$ cat src/rtl/afifo_pkg.sv
package afifo_pkg;
  typedef enum logic [0:0] {
    FIFO_TX = 1'b0,
    FIFO_RX = 1'b1
  } fifo_dir_e;
endpackage

$ cat src/rtl/afifo_ram.sv
module afifo_ram #(
  parameter int DATA_W = 32,
  parameter int DEPTH  = 32
) (
  input  logic                     clk,
  input  logic                     rst,
  input  logic                     we,
  input  logic [$clog2(DEPTH)-1:0] waddr,
  input  logic [DATA_W-1:0]        wdata,
  input  logic                     re,
  input  logic [$clog2(DEPTH)-1:0] raddr,
  output logic [DATA_W-1:0]        rdata
);
  logic [DATA_W-1:0] mem [DEPTH];

  always_ff @(posedge clk) begin
    if (we) mem[waddr] <= wdata;
  end

  always_ff @(posedge clk) begin
    if (rst)     rdata <= '0;
    else if (re) rdata <= mem[raddr];
  end
endmodule

$ cat src/rtl/afifo_ctrl.sv
module afifo_ctrl #(
  parameter int DEPTH = 32
) (
  input  logic                     clk,
  input  logic                     rst,
  input  logic                     op_clear,
  input  logic                     op_run,
  input  logic                     push,
  input  logic                     pop,
  output logic                     wr_en,
  output logic                     rd_en,
  output logic [$clog2(DEPTH)-1:0] wr_ptr,
  output logic [$clog2(DEPTH)-1:0] rd_ptr,
  output logic [$clog2(DEPTH):0]   lvl_q,
  output logic [$clog2(DEPTH):0]   lvl_next,
  output logic                     run,
  output logic                     ovf_q,
  output logic                     udf_q
);
  localparam int AW = $clog2(DEPTH);
  localparam int LW = AW + 1;
  localparam logic [AW-1:0] LAST = AW'(DEPTH - 1);
  localparam logic [LW-1:0] FULL = LW'(DEPTH);

  logic full, empty;

  always_comb begin
    run   = op_run & ~op_clear;
    full  = (lvl_q == FULL);
    empty = (lvl_q == '0);
    wr_en = run & push & ~full;
    rd_en = run & pop & ~empty;
    if (op_clear)             lvl_next = '0;
    else if (wr_en && !rd_en) lvl_next = lvl_q + 1'b1;
    else if (rd_en && !wr_en) lvl_next = lvl_q - 1'b1;
    else                      lvl_next = lvl_q;
  end

  always_ff @(posedge clk) begin
    if (rst || op_clear) begin
      wr_ptr <= '0;
      rd_ptr <= '0;
      lvl_q  <= '0;
      ovf_q  <= 1'b0;
      udf_q  <= 1'b0;
    end else begin
      lvl_q <= lvl_next;
      if (wr_en) wr_ptr <= (wr_ptr == LAST) ? '0 : wr_ptr + 1'b1;
      if (rd_en) rd_ptr <= (rd_ptr == LAST) ? '0 : rd_ptr + 1'b1;
      if (run && push && full) ovf_q <= 1'b1;
      if (run && pop && empty) udf_q <= 1'b1;
    end
  end

  p_level_bound_r5: assert property (@(posedge clk) disable iff (rst)
    lvl_q <= FULL);
  p_clear_r2: assert property (@(posedge clk) disable iff (rst)
    op_clear |=> (lvl_q == '0) && !ovf_q && !udf_q);
  p_idle_hold_r3: assert property (@(posedge clk) disable iff (rst)
    (!op_run && !op_clear) |=> $stable(lvl_q) && $stable(wr_ptr) && $stable(rd_ptr));
  p_ovf_sticky_r6: assert property (@(posedge clk) disable iff (rst)
    (ovf_q && !op_clear) |=> ovf_q);
  p_udf_sticky_r7: assert property (@(posedge clk) disable iff (rst)
    (udf_q && !op_clear) |=> udf_q);
endmodule

$ cat src/rtl/afifo_mark.sv
module afifo_mark
  import afifo_pkg::*;
#(
  parameter int        LW  = 6,
  parameter fifo_dir_e DIR = FIFO_TX
) (
  input  logic          clk,
  input  logic          rst,
  input  logic          run,
  input  logic [LW-1:0] lvl_next,
  input  logic [LW-1:0] thr_stop,
  input  logic [LW-1:0] thr_low,
  input  logic [LW-1:0] thr_high,
  output logic          req_q,
  output logic          near_q
);
  logic req_d, near_d;

  generate
    if (DIR == FIFO_TX) begin : g_tx
      always_comb begin
        req_d  = run & (req_q ? (lvl_next < thr_stop) : (lvl_next <= thr_low));
        near_d = (lvl_next <= thr_high);
      end
    end else begin : g_rx
      always_comb begin
        req_d  = run & (req_q ? (lvl_next > thr_stop) : (lvl_next >= thr_low));
        near_d = (lvl_next >= thr_high);
      end
    end
  endgenerate

  always_ff @(posedge clk) begin
    if (rst) begin
      req_q  <= 1'b0;
      near_q <= 1'b0;
    end else begin
      req_q  <= req_d;
      near_q <= near_d;
    end
  end

  p_req_idle_r11: assert property (@(posedge clk) disable iff (rst)
    !run |=> !req_q);
  p_req_rise_r8: assert property (@(posedge clk) disable iff (rst)
    $rose(req_q) |-> $past(run));
endmodule

$ cat src/rtl/audio_lvl_fifo.sv
module audio_lvl_fifo
  import afifo_pkg::*;
#(
  parameter int        DATA_W = 32,
  parameter int        DEPTH  = 32,
  parameter fifo_dir_e DIR    = FIFO_TX
) (
  input  logic                   clk,
  input  logic                   rst,
  input  logic                   op_clear,
  input  logic                   op_run,
  input  logic [$clog2(DEPTH):0] lvl_stop,
  input  logic [$clog2(DEPTH):0] lvl_low,
  input  logic [$clog2(DEPTH):0] lvl_high,
  input  logic                   push,
  input  logic [DATA_W-1:0]      push_data,
  input  logic                   pop,
  output logic [DATA_W-1:0]      pop_data,
  output logic [$clog2(DEPTH):0] level,
  output logic                   dma_req,
  output logic                   near_flag,
  output logic                   overflow,
  output logic                   underflow
);
  localparam int AW = $clog2(DEPTH);
  localparam int LW = AW + 1;

  logic          wr_en, rd_en, run;
  logic [AW-1:0] wr_ptr, rd_ptr;
  logic [LW-1:0] lvl_next;

  afifo_ctrl #(.DEPTH(DEPTH)) u_ctrl (
    .clk(clk), .rst(rst), .op_clear(op_clear), .op_run(op_run),
    .push(push), .pop(pop), .wr_en(wr_en), .rd_en(rd_en),
    .wr_ptr(wr_ptr), .rd_ptr(rd_ptr), .lvl_q(level), .lvl_next(lvl_next),
    .run(run), .ovf_q(overflow), .udf_q(underflow)
  );

  afifo_ram #(.DATA_W(DATA_W), .DEPTH(DEPTH)) u_ram (
    .clk(clk), .rst(rst), .we(wr_en), .waddr(wr_ptr), .wdata(push_data),
    .re(rd_en), .raddr(rd_ptr), .rdata(pop_data)
  );

  afifo_mark #(.LW(LW), .DIR(DIR)) u_mark (
    .clk(clk), .rst(rst), .run(run), .lvl_next(lvl_next),
    .thr_stop(lvl_stop), .thr_low(lvl_low), .thr_high(lvl_high),
    .req_q(dma_req), .near_q(near_flag)
  );

  p_pop_hold_r4: assert property (@(posedge clk) disable iff (rst)
    (level == '0) |=> $stable(pop_data));
endmodule

$ cat config.mk
export PLATFORM = sky130hd
export DESIGN_NAME = audio_lvl_fifo
export DESIGN_NICKNAME = d
export VERILOG_FILES = /design/src/rtl/afifo_pkg.sv /design/src/rtl/afifo_ram.sv /design/src/rtl/afifo_ctrl.sv /design/src/rtl/afifo_mark.sv /design/src/rtl/audio_lvl_fifo.sv
export SDC_FILE = /design/constraint.sdc
export NUM_CORES = 1
export LEC_CHECK = 0
export CAP_MARGIN = 20
export CORE_ASPECT_RATIO = 0.6
export CORE_MARGIN = 4
export CORE_UTILIZATION = 30
export CTS_CLUSTER_DIAMETER = 150
export DETAILED_ROUTE_END_ITERATION = 7
export GPL_ROUTABILITY_DRIVEN = 0
export PLACE_DENSITY = 0.43
export SKIP_CTS_REPAIR_TIMING = 1
export SLEW_MARGIN = 15
export SYNTH_ARGS = -nofsm -noshare
export SYNTH_HDL_FRONTEND = slang
export SYNTH_SLANG_ARGS = --single-unit
$ cat constraint.sdc
create_clock -name clk -period 4.1 [get_ports clk]
set_clock_uncertainty 0.2 [all_clocks]
set_input_delay 0.41 -clock clk [delete_from_list [all_inputs] [get_ports clk]]
set_output_delay 0.41 -clock clk [all_outputs]
set_load 0.01 [all_outputs]
==> results of run 1 <==
==> state kept, by name, indices dropped and copies added, names as in the netlist <==
register       flops
u_ctrl.rd_ptr      5
u_ctrl.udf_q       1
u_mark.near_q      1
u_mark.req_q       1
u_ram.rdata       32
u_ctrl.ovf_q       1
u_ctrl.wr_ptr      5
u_ram.mem       1024
u_ctrl.lvl_q       6
==> final cells by class <==
class,count,area (sq um),area share (%)
diodes,3,7.507,0.01517
clock buffers,135,2790,5.640
clock inverters,62,568.0,1.148
inverters,23,86.33,0.1745
multi-input cells,948,9756,19.72
flip-flops and latches,1076,31800,64.28
well taps,1819,2276,4.600
repair buffers,225,2188,4.423
==> cell usage in the layout, fill, tap and decap left out, types with 6 or more instances in the layout <==
master | netlist | routed
sky130_fd_sc_hd__a21oi_1 | 19 | 19
sky130_fd_sc_hd__a22oi_1 | 128 | 128
sky130_fd_sc_hd__a31oi_1 | 33 | 33
sky130_fd_sc_hd__buf_12 | 0 | 23
sky130_fd_sc_hd__buf_2 | 52 | 13
sky130_fd_sc_hd__buf_4 | 0 | 100
sky130_fd_sc_hd__bufinv_16 | 0 | 8
sky130_fd_sc_hd__clkbuf_1 | 66 | 25
sky130_fd_sc_hd__clkbuf_16 | 0 | 105
sky130_fd_sc_hd__clkdlybuf4s50_1 | 0 | 84
sky130_fd_sc_hd__clkinv_1 | 0 | 20
sky130_fd_sc_hd__clkinv_2 | 0 | 17
sky130_fd_sc_hd__clkinvlp_4 | 0 | 6
sky130_fd_sc_hd__dfxtp_1 | 52 | 49
sky130_fd_sc_hd__edfxtp_1 | 1024 | 1024
sky130_fd_sc_hd__ha_1 | 27 | 27
sky130_fd_sc_hd__inv_1 | 23 | 22
sky130_fd_sc_hd__mux2i_1 | 321 | 321
sky130_fd_sc_hd__mux4_2 | 128 | 128
sky130_fd_sc_hd__nand2_1 | 51 | 51
sky130_fd_sc_hd__nand3_1 | 6 | 6
sky130_fd_sc_hd__nor2_1 | 59 | 26
sky130_fd_sc_hd__nor2_4 | 0 | 33
sky130_fd_sc_hd__o21ai_0 | 7 | 7
sky130_fd_sc_hd__o21ai_1 | 34 | 33
sky130_fd_sc_hd__o221a_1 | 32 | 32
sky130_fd_sc_hd__o22ai_1 | 33 | 33
==> where the power goes <==
group	internal [uW]	total, uW	switching [uW]
sequential	12000	12000	7.26
combinational	103	359	256
clock	5330	9540	4210
==> worst max-delay path, cell delays in order (launching register included) <==
cell and delay (ns):
sky130_fd_sc_hd__dfxtp_1 0.39, sky130_fd_sc_hd__inv_1 0.17, sky130_fd_sc_hd__ha_1 0.19, sky130_fd_sc_hd__or4b_4 0.57
sky130_fd_sc_hd__mux2i_2 0.30, sky130_fd_sc_hd__nand4_1 0.19, sky130_fd_sc_hd__o41a_1 0.39, sky130_fd_sc_hd__mux2_1 0.43
sky130_fd_sc_hd__ha_1 0.33, sky130_fd_sc_hd__and3_1 0.20, sky130_fd_sc_hd__o2111ai_1 0.12, sky130_fd_sc_hd__o211ai_1 0.13
sky130_fd_sc_hd__a21oi_1 0.17, sky130_fd_sc_hd__o311a_1 0.18
==> routing by layer <==
layer	vias to the layer above	global-route usage, %	routed length [um]
met5	-	0	0
met1	11342	23.41	56930
li1	9371	-	-
met2	592	24.20	52470
met3	145	3.293	6443
met4	0	3.450	2300
==> cell families after synthesis <==
| logic type | Yosys count | share of synthesized area, % |
|---|---|---|
| flip-flops | 1076 | 75.87 |
| multiplexers | 454 | 14.69 |
| AO/OA/AOI/OAI | 307 | 5.294 |
| AND/OR/NAND/NOR | 157 | 1.738 |
| buffers and inverters | 152 | 1.538 |
| adder cells (fa/ha/maj) | 27 | 0.8062 |
| XOR/XNOR | 3 | 0.06272 |
==> final timing paths <==
path	start	slack (ns)	cells past startpoint	to
worst max-delay path	u_ctrl.lvl_q[1]	0.06	13	u_mark.req_q
worst min-delay path	push_data[13]	0.04	1	u_ram.mem[17][13]
worst max register to register	u_ctrl.lvl_q[1]	0.06	13	u_mark.req_q
worst min register to register	u_ctrl.ovf_q	0.31	2	u_ctrl.ovf_q
==> stage by stage <==
step           utilization [%]  cell area [sq um]  cells  hold slack (ns)
2_1_floorplan                -              41900   2176           0.2774
4_1_cts                  35.93              49480   4284           0.1089
3_3_place_gp             33.48              46100   4086           0.3028
5_1_grt                  35.93              49470   4290          0.03482
3_5_place_dp             33.50              46120   4087           0.2698
6_report                 35.93              49470   4291          0.03788
==> run_results.csv, run 1 <==
group,metric,value,unit
outcome,outcome,"finished, final reports clean",
die,floorplan.core_area,137700,sq um
sta,hold_violation_count_in_the_final_report,0,
drt,wl_per_cell,27.53,um
die,initial_utilization,30.43,%
critical_path,required_time_at_the_endpoint_of_the_critical_path,4.54,ns
place,dp_slack,0.1858,ns
synthesis,postSynthAreaPerCell,19.26,sq um
drt,post_drt_via_cell_ratio,4.999,
clock_network,tritoncts,"done",
synthesis,synth-seq-cells,1076,
die,floorplan.die_area,145900,sq um
drt,route.final.wire_length,118.1,mm
drt,vias,21450,
sta,setup-tns-final,0,ns
sta,fmax,247.8,MHz
pwr,power.ir.vdd_worst,0.0003556,V
die,chipWidth,490.5,um
final_layout,layout.filler_cells,12721,
drt,drt_pass1_iterations,5,
clock_network,cts_buffers,105,
final_layout,drive_above_1_share,19.16,%
drt,post-route-drc-count,0,
critical_path,path_max_fanout,11,
die,number_of_rows_created_at_floorplan,105,
sta,post-route-min-period,4.036,ns
clock_network,clock_latency,0.72,ns
synthesis,synthesized_area,41900,sq um
synthesis,synth_enable_flop_cells,1024,
flow_run,timing.max_cap.violations,0,
drt,drtAntennaViolNets,0,
synthesis,synthesis.yosys.warnings,0,
synthesis,synth-main-ff-cell,"sky130_fd_sc_hd__edfxtp_1",
clock_network,cts.clk_slew.worst_paths,0.07,ns
synthesis,synth.largest_area_cell,"sky130_fd_sc_hd__edfxtp_1",
synthesis,synth-async-reset-ratio,0,%
synthesis,synth_cell_types,56,
synthesis,synth.yosys.seq_area_share,75.87,%
final_layout,final_net_count,2462,
clock_network,cts_max_level,3,
die,die_height,297.5,um
synthesis,post-synth-top-count-cell,"sky130_fd_sc_hd__edfxtp_1",
sta,setup_slack,0.06416,ns
final_layout,area_delta_synth_final,18.08,%
grt,first_global_vias,21961,
hold_path,hold_path.class,"in2reg",
clock_network,clock_path_buffers,3,
synthesis,yosysTopAreaCellShare,73.39,%
pwr,power_density,443.4,nW/um^2
pwr,static-leakage-power,0.01481,uW
sta,actual_transition_at_the_worst_max_transition_pin,1.169,ns
sta,unrepaired_setup_endpoints_after_global_routing,"false",
synthesis,synth.area.top_cells,"sky130_fd_sc_hd__edfxtp_1, sky130_fd_sc_hd__mux2i_1, sky130_fd_sc_hd__mux4_2",
grt,grt_first_pass_wirelength,166.7,mm
sta,maxSlewViolCount,0,
critical_path,timing_worst_setup_path_type,"reg2reg",
critical_path,crit_path_end_kind,"flip-flop",
pwr,design_power_total,21940,uW
drt,dr.first_iter.drc_count,1822,
grt,grt_antenna_before_repair,3,
grt,grt.overflow.total,0,
critical_path,arrival,4.48,ns
clock_network,ctsRootBufferMaster,"sky130_fd_sc_hd__clkbuf_16",
grt,grt_max_degree,55,
synthesis,syn-num-nets,2259,
synthesis,synth_common_cells,"sky130_fd_sc_hd__edfxtp_1, sky130_fd_sc_hd__mux2i_1, sky130_fd_sc_hd__a22oi_1, sky130_fd_sc_hd__mux4_2, sky130_fd_sc_hd__clkbuf_1",
grt,total_track_usage,15.89,%
die,top_level_ports,98,
clock_network,clock_sink_count,1076,
sta,post-route-period-util,98.44,%
place,post-dp-hpwl,69.15,mm
synthesis,synthCells,2176,
sta,timing.slew.headroom,22.06,%
critical_path,setup.worst_path.start_class,"flip-flop",
sta,final-setup-viol-count,0,
place,io_buffer_count,97,
No activity file was read; power rests on OpenSTA's default activity.
==> inputs of run 2 (changes only) <==
--- a/config.mk
+++ b/config.mk
@@ -7,7 +7,6 @@
 export LEC_CHECK = 0
 export CAP_MARGIN = 20
 export CORE_ASPECT_RATIO = 0.6
-export CORE_MARGIN = 4
 export CORE_UTILIZATION = 30
 export CTS_CLUSTER_DIAMETER = 150
 export DETAILED_ROUTE_END_ITERATION = 7
==> run 2 against run 1 <==
Sequential share of layout area shrank 0.13 points. Power grew 1.0%. Routed wire length shrank 2.0%. Sequential cell count is the same. Combinational power is essentially flat. Sequential power is essentially flat. Critical path depth is the same. Worst setup slack gained 0.16 ns. Via count grew 0.67%. Maximum frequency grew 4.0%. First-iteration DRC count shrank 1.3%. Largest power group unchanged.
==> run_results.csv, run 2 (synthesis gave the netlist of run 1 again) <==
group,metric,value,unit
clock_network,clock_path_buffers,3,
critical_path,required_time_at_the_endpoint_of_the_critical_path,4.53,ns
place,io_buffer_count,97,
pwr,static-leakage-power,0.01485,uW
grt,grt.overflow.total,0,
critical_path,crit_path_end_kind,"flip-flop",
final_layout,largest_register_ff_count,1024,
die,chipWidth,484.5,um
grt,grt_antenna_before_repair,2,
sta,setup_slack,0.2196,ns
critical_path,timing.critical_path.slowest_cell_delay,0.58,ns
grt,grt_first_pass_wirelength,164.3,mm
pwr,p_comb_share,1.6,%
pwr,sequentialPowerShare,54.3,%
drt,drtAntennaViolNets,0,
critical_path,timing_worst_setup_path_type,"reg2reg",
place,dp_slack,0.2344,ns
critical_path,worst_r2r_setup_slack,0.22,ns
die,initial_utilization,30.43,%
sta,actual_transition_at_the_worst_max_transition_pin,1.085,ns
final_layout,final_net_count,2453,
grt,first_global_vias,21756,
final_layout,final_cells,4277,
die,floorplan.die_area,141200,sq um
sta,post-route-min-period,3.880,ns
drt,post_drt_via_cell_ratio,5.049,
critical_path,crit_path_frequent_cell,"sky130_fd_sc_hd__ha_1",
hold_path,hold_path.class,"in2reg",
drt,vias,21593,
drt,route.final.wire_length,115.8,mm
final_layout,area_delta_synth_final,18.31,%
pwr,design_power_total,22160,uW
sta,post-route-period-util,94.64,%
outcome,outcome,"finished, final reports clean",
sta,fmax,257.7,MHz
final_layout,top_regs,"u_ram.mem: 1024 flops, u_ram.rdata: 32 flops, u_ctrl.lvl_q: 6 flops",
clock_network,tritoncts,"done",
clock_network,cts.clk_slew.worst_paths,0.07,ns
pwr,clock_power_share,44.1,%
final_layout,drive_above_1_share,18.90,%
critical_path,setup.worst_path.start_class,"flip-flop",
final_layout,layout_common_cells,"sky130_fd_sc_hd__edfxtp_1, sky130_fd_sc_hd__mux2i_1, sky130_fd_sc_hd__a22oi_1, sky130_fd_sc_hd__mux4_2, sky130_fd_sc_hd__clkbuf_16",
place,post-dp-hpwl,66.44,mm
critical_path,cp_num_buf_inv,1,
hold_path,min_from,"push_data[12]",
grt,grt_max_degree,55,
pwr,intPower,17800,uW
clock_network,clock_sink_count,1076,
critical_path,arrival,4.31,ns
clock_network,clock_latency,0.71,ns
final_layout,register_area,31800,sq um
pwr,total_switching_power,4359,uW
critical_path,crit_start,"u_ctrl.lvl_q[1]",
flow_run,timing.max_cap.violations,0,
final_layout,final_common_cell,"sky130_fd_sc_hd__edfxtp_1",
sta,unrepaired_setup_endpoints_after_global_routing,"false",
pwr,power.share.switching,19.67,%
sta,maxSlewViolCount,0,
sta,setup-tns-final,0,ns
critical_path,crit_chain,"inv_1, ha_1, or4b_4, mux2i_4, nand4_1, o41a_1, mux2_1, ha_1, and3_1, o2111ai_1, o211ai_1, a21oi_1, o311a_1",
clock_network,ctsRootBufferMaster,"sky130_fd_sc_hd__clkbuf_16",
clock_network,cts_buffers,103,
sta,timing.slew.headroom,27.46,%
sta,final-setup-viol-count,0,
final_layout,multi_input_comb_area,9764,sq um
final_layout,finalCoreUtilization,36.01,%
die,number_of_rows_created_at_floorplan,105,
sta,hold_violation_count_in_the_final_report,0,
final_layout,largest_register,"u_ram.mem",
critical_path,path_max_fanout,11,
drt,post-route-drc-count,0,
critical_path,critical_path.top_delay_family,"compound AO/OA/AOI/OAI gates",
clock_network,cts_max_level,3,
critical_path,slowest_stage,"sky130_fd_sc_hd__or4b_4",
die,floorplan.core_area,137700,sq um
drt,dr.first_iter.drc_count,1799,
drt,wl_per_cell,27.08,um
critical_path,timing.rr.start,"u_ctrl.lvl_q[1]",
grt,total_track_usage,16.31,%
die,top_level_ports,98,
pwr,power.ir.vdd_worst,0.0002873,V
final_layout,layout.filler_cells,12748,
place,place_inst,4078,
die,die_height,291.5,um
drt,drt_pass1_iterations,5,
pwr,power_density,447.0,nW/um^2
## run 2: per-stage QoR
step                hold slack [ns]  instance area [sq um]
floorplan                    0.2774                  41900
global placement             0.3017                  46010
detailed placement           0.3005                  46070
CTS                         0.02013                  49520
global route                0.03444                  49570
finish                      0.02095                  49570
## run 2: layout make-up
| class | instances | share of cell area [%] |
|---|---|---|
| sequential | 1076 | 64.15 |
| timing repair buffer | 218 | 4.427 |
| antenna | 3 | 0.01514 |
| tap | 1819 | 4.591 |
| inverter | 23 | 0.1742 |
| multi-input combinational | 948 | 19.70 |
| clock buffer | 148 | 5.929 |
| clock inverter | 42 | 1.015 |
## run 2: final timing paths
check                      endpoint  depth (start not counted)
hold / removal    u_ram.mem[12][12]                          1
setup / recovery       u_mark.req_q                         13
hold reg to reg        u_ctrl.ovf_q                          2
setup reg to reg       u_mark.req_q                         13
## run 2: per-layer routing
layer  part of all wire, %  GRT usage (%)
met1                    50          25.40
met3                   4.6          2.383
met4                   1.6          3.401
met5                     0              0
met2                    43          23.85
## run 2: power groups by stage
stage,Combinational [uW],Sequential (uW),Clock (uW)
3_5_place_dp,360,12300,0
3_3_place_gp,340,12300,0
4_1_cts,361,12000,10000
2_1_floorplan,73.9,12300,0
6_report,360,12000,9760
5_1_grt,391,12000,10400
==> inputs of run 3 (changes only) <==
--- a/config.mk
+++ b/config.mk
@@ -7,11 +7,11 @@
 export LEC_CHECK = 0
 export CAP_MARGIN = 20
 export CORE_ASPECT_RATIO = 0.6
-export CORE_UTILIZATION = 30
+export CORE_UTILIZATION = 35
 export CTS_CLUSTER_DIAMETER = 150
 export DETAILED_ROUTE_END_ITERATION = 7
 export GPL_ROUTABILITY_DRIVEN = 0
-export PLACE_DENSITY = 0.43
+export PLACE_DENSITY = 0.48
 export SKIP_CTS_REPAIR_TIMING = 1
 export SLEW_MARGIN = 15
 export SYNTH_ARGS = -nofsm -noshare
==> run 3 against run 2 <==
Core utilization grew 5.6 points. Die area shrank 14%. Via count shrank 0.20%. Sequential power is essentially flat. Sequential cell count is the same. Routed wire length shrank 5.9%. Combinational power is essentially flat. Largest power group unchanged.
==> run_results.csv, run 3 (synthesis gave the netlist of run 1 again) <==
group,metric,value,unit
clock_network,cts.clk_slew.worst_paths,0.06,ns
outcome,outcome,"finished, final reports clean",
hold_path,hold_path.class,"in2reg",
critical_path,slowest_stage,"sky130_fd_sc_hd__or4b_4",
die,die_height,270.0,um
pwr,p_comb_share,1.7,%
critical_path,setup.worst_path.start_class,"flip-flop",
drt,post-route-drc-count,0,
critical_path,timing.critical_path.slowest_cell_delay,0.48,ns
critical_path,cp_num_buf_inv,1,
grt,first_global_vias,21615,
pwr,power.ir.vdd_worst,0.0003329,V
pwr,total_switching_power,4298,uW
sta,setup-tns-final,0,ns
place,post-dp-hpwl,64.94,mm
drt,post_drt_via_cell_ratio,5.332,
grt,total_track_usage,17.82,%
flow_run,timing.max_cap.violations,0,
sta,unrepaired_setup_endpoints_after_global_routing,"false",
drt,drtAntennaViolNets,0,
grt,grt_first_pass_wirelength,156.0,mm
sta,actual_transition_at_the_worst_max_transition_pin,0.9749,ns
final_layout,largest_register_ff_count,1024,
sta,timing.slew.headroom,34.80,%
critical_path,path_max_fanout,8,
sta,final-setup-viol-count,0,
die,number_of_rows_created_at_floorplan,97,
die,top_level_ports,98,
critical_path,crit_chain,"inv_1, ha_1, or4b_4, mux2i_2, nand4_1, o41a_1, mux2_1, ha_1, and3_1, o2111ai_1, o211ai_1, a21oi_1, o311a_1",
die,chipWidth,448.7,um
sta,post-route-min-period,3.814,ns
die,floorplan.core_area,117700,sq um
pwr,sequentialPowerShare,55.7,%
sta,post-route-period-util,93.02,%
pwr,power.share.switching,19.87,%
critical_path,arrival,4.25,ns
clock_network,cts_buffers,100,
grt,grt.overflow.total,0,
clock_network,tritoncts,"done",
sta,fmax,262.2,MHz
pwr,intPower,17330,uW
grt,grt_max_degree,59,
sta,setup_slack,0.2862,ns
hold_path,min_path_cells,1,
drt,wl_per_cell,26.95,um
clock_network,clock_latency,0.71,ns
final_layout,final_net_count,2460,
final_layout,final_common_cell,"sky130_fd_sc_hd__edfxtp_1",
final_layout,drive_above_1_share,18.62,%
pwr,static-leakage-power,0.01473,uW
final_layout,area_delta_synth_final,16.99,%
die,initial_utilization,35.59,%
place,io_buffer_count,97,
place,dp_slack,0.2625,ns
clock_network,clock_sink_count,1076,
critical_path,timing_worst_setup_path_type,"reg2reg",
final_layout,layout_common_cells,"sky130_fd_sc_hd__edfxtp_1, sky130_fd_sc_hd__mux2i_1, sky130_fd_sc_hd__a22oi_1, sky130_fd_sc_hd__mux4_2, sky130_fd_sc_hd__buf_4",
final_layout,top_regs,"u_ram.mem: 1024 flops, u_ram.rdata: 32 flops, u_ctrl.lvl_q: 6 flops",
drt,vias,21550,
critical_path,worst_r2r_path_depth,13,
clock_network,ctsRootBufferMaster,"sky130_fd_sc_hd__clkbuf_16",
pwr,power_density,441.2,nW/um^2
pwr,clock_power_share,42.7,%
final_layout,largest_register,"u_ram.mem",
sta,hold_violation_count_in_the_final_report,0,
clock_network,cts_max_level,3,
critical_path,crit_path_frequent_cell,"sky130_fd_sc_hd__ha_1",
critical_path,critical_path.top_delay_family,"compound AO/OA/AOI/OAI gates",
critical_path,crit_path_end_kind,"flip-flop",
drt,route.final.wire_length,108.9,mm
die,floorplan.die_area,121100,sq um
critical_path,crit_cells,13,
sta,maxSlewViolCount,0,
grt,grt_antenna_before_repair,2,
drt,drt_pass1_iterations,5,
critical_path,required_time_at_the_endpoint_of_the_critical_path,4.54,ns
clock_network,clock_path_buffers,3,
drt,dr.first_iter.drc_count,1911,
==> run 3: cell types whose count changed in the layout (fill, tap and decap cells not counted), moves of 2 or more <==
cell	previous run	this run
sky130_fd_sc_hd__clkbuf_1	28	36
sky130_fd_sc_hd__clkbuf_8	15	6
sky130_fd_sc_hd__buf_8	9	7
sky130_fd_sc_hd__buf_12	23	21
sky130_fd_sc_hd__clkinv_2	15	8
sky130_fd_sc_hd__clkbuf_16	105	102
sky130_fd_sc_hd__bufinv_16	11	8
sky130_fd_sc_hd__buf_4	88	103
sky130_fd_sc_hd__inv_6	1	4
==> run 3: final cells by class <==
type                    count  area [sq um]
flip-flops and latches   1076         31800
clock buffers             144          2770
well taps                1584          1982
inverters                  23         86.33
multi-input cells         948          9756
fillers                 10397         68710
diodes                      3         7.507
repair buffers            228          2210
clock inverters            36         406.6
==> run 3: per-layer routing <==
layer  part of all wire (%)  vias up  track usage [%]  wire (um)
li1                       -     9351                -          -
met1                     50    11447            27.82      54190
met2                     43      637            25.51      46590
met3                    6.0      115            3.574       6557
met4                    1.5        0            3.593       1607
met5                      0        -                0          0
==> run 3: final timing paths <==
path | start | to | slack, ns
hold / removal | push_data[12] | u_ram.mem[31][12] | 0.05
setup / recovery | u_ctrl.lvl_q[1] | u_mark.req_q | 0.29
hold reg to reg | u_ctrl.udf_q | u_ctrl.udf_q | 0.33
setup reg to reg | u_ctrl.lvl_q[1] | u_mark.req_q | 0.29
==> run 3: power by group through the flow <==
| stage | clock (uW) | sequential, uW | combinational (uW) |
|---|---|---|---|
| after floorplan | 0 | 12300 | 73.9 |
| after global placement | 0 | 12300 | 346 |
| after detailed placement | 0 | 12300 | 368 |
| after CTS | 9430 | 12000 | 369 |
| after global routing | 9850 | 12000 | 394 |
| final | 9230 | 12000 | 362 |
==> run 3: metrics by stage <==
stage	hold WS, ns	util (%)	power, uW	area [sq um]	instances
after global routing	0.03585	41.63	22270	49010	4040
final	0.05482	41.64	21630	49020	4042
after CTS	0.07312	41.64	21840	49020	4036
after detailed placement	0.3147	38.94	12650	45850	3856
after floorplan	0.2774	-	12350	41900	2176
after global placement	0.3133	38.90	12630	45790	3852
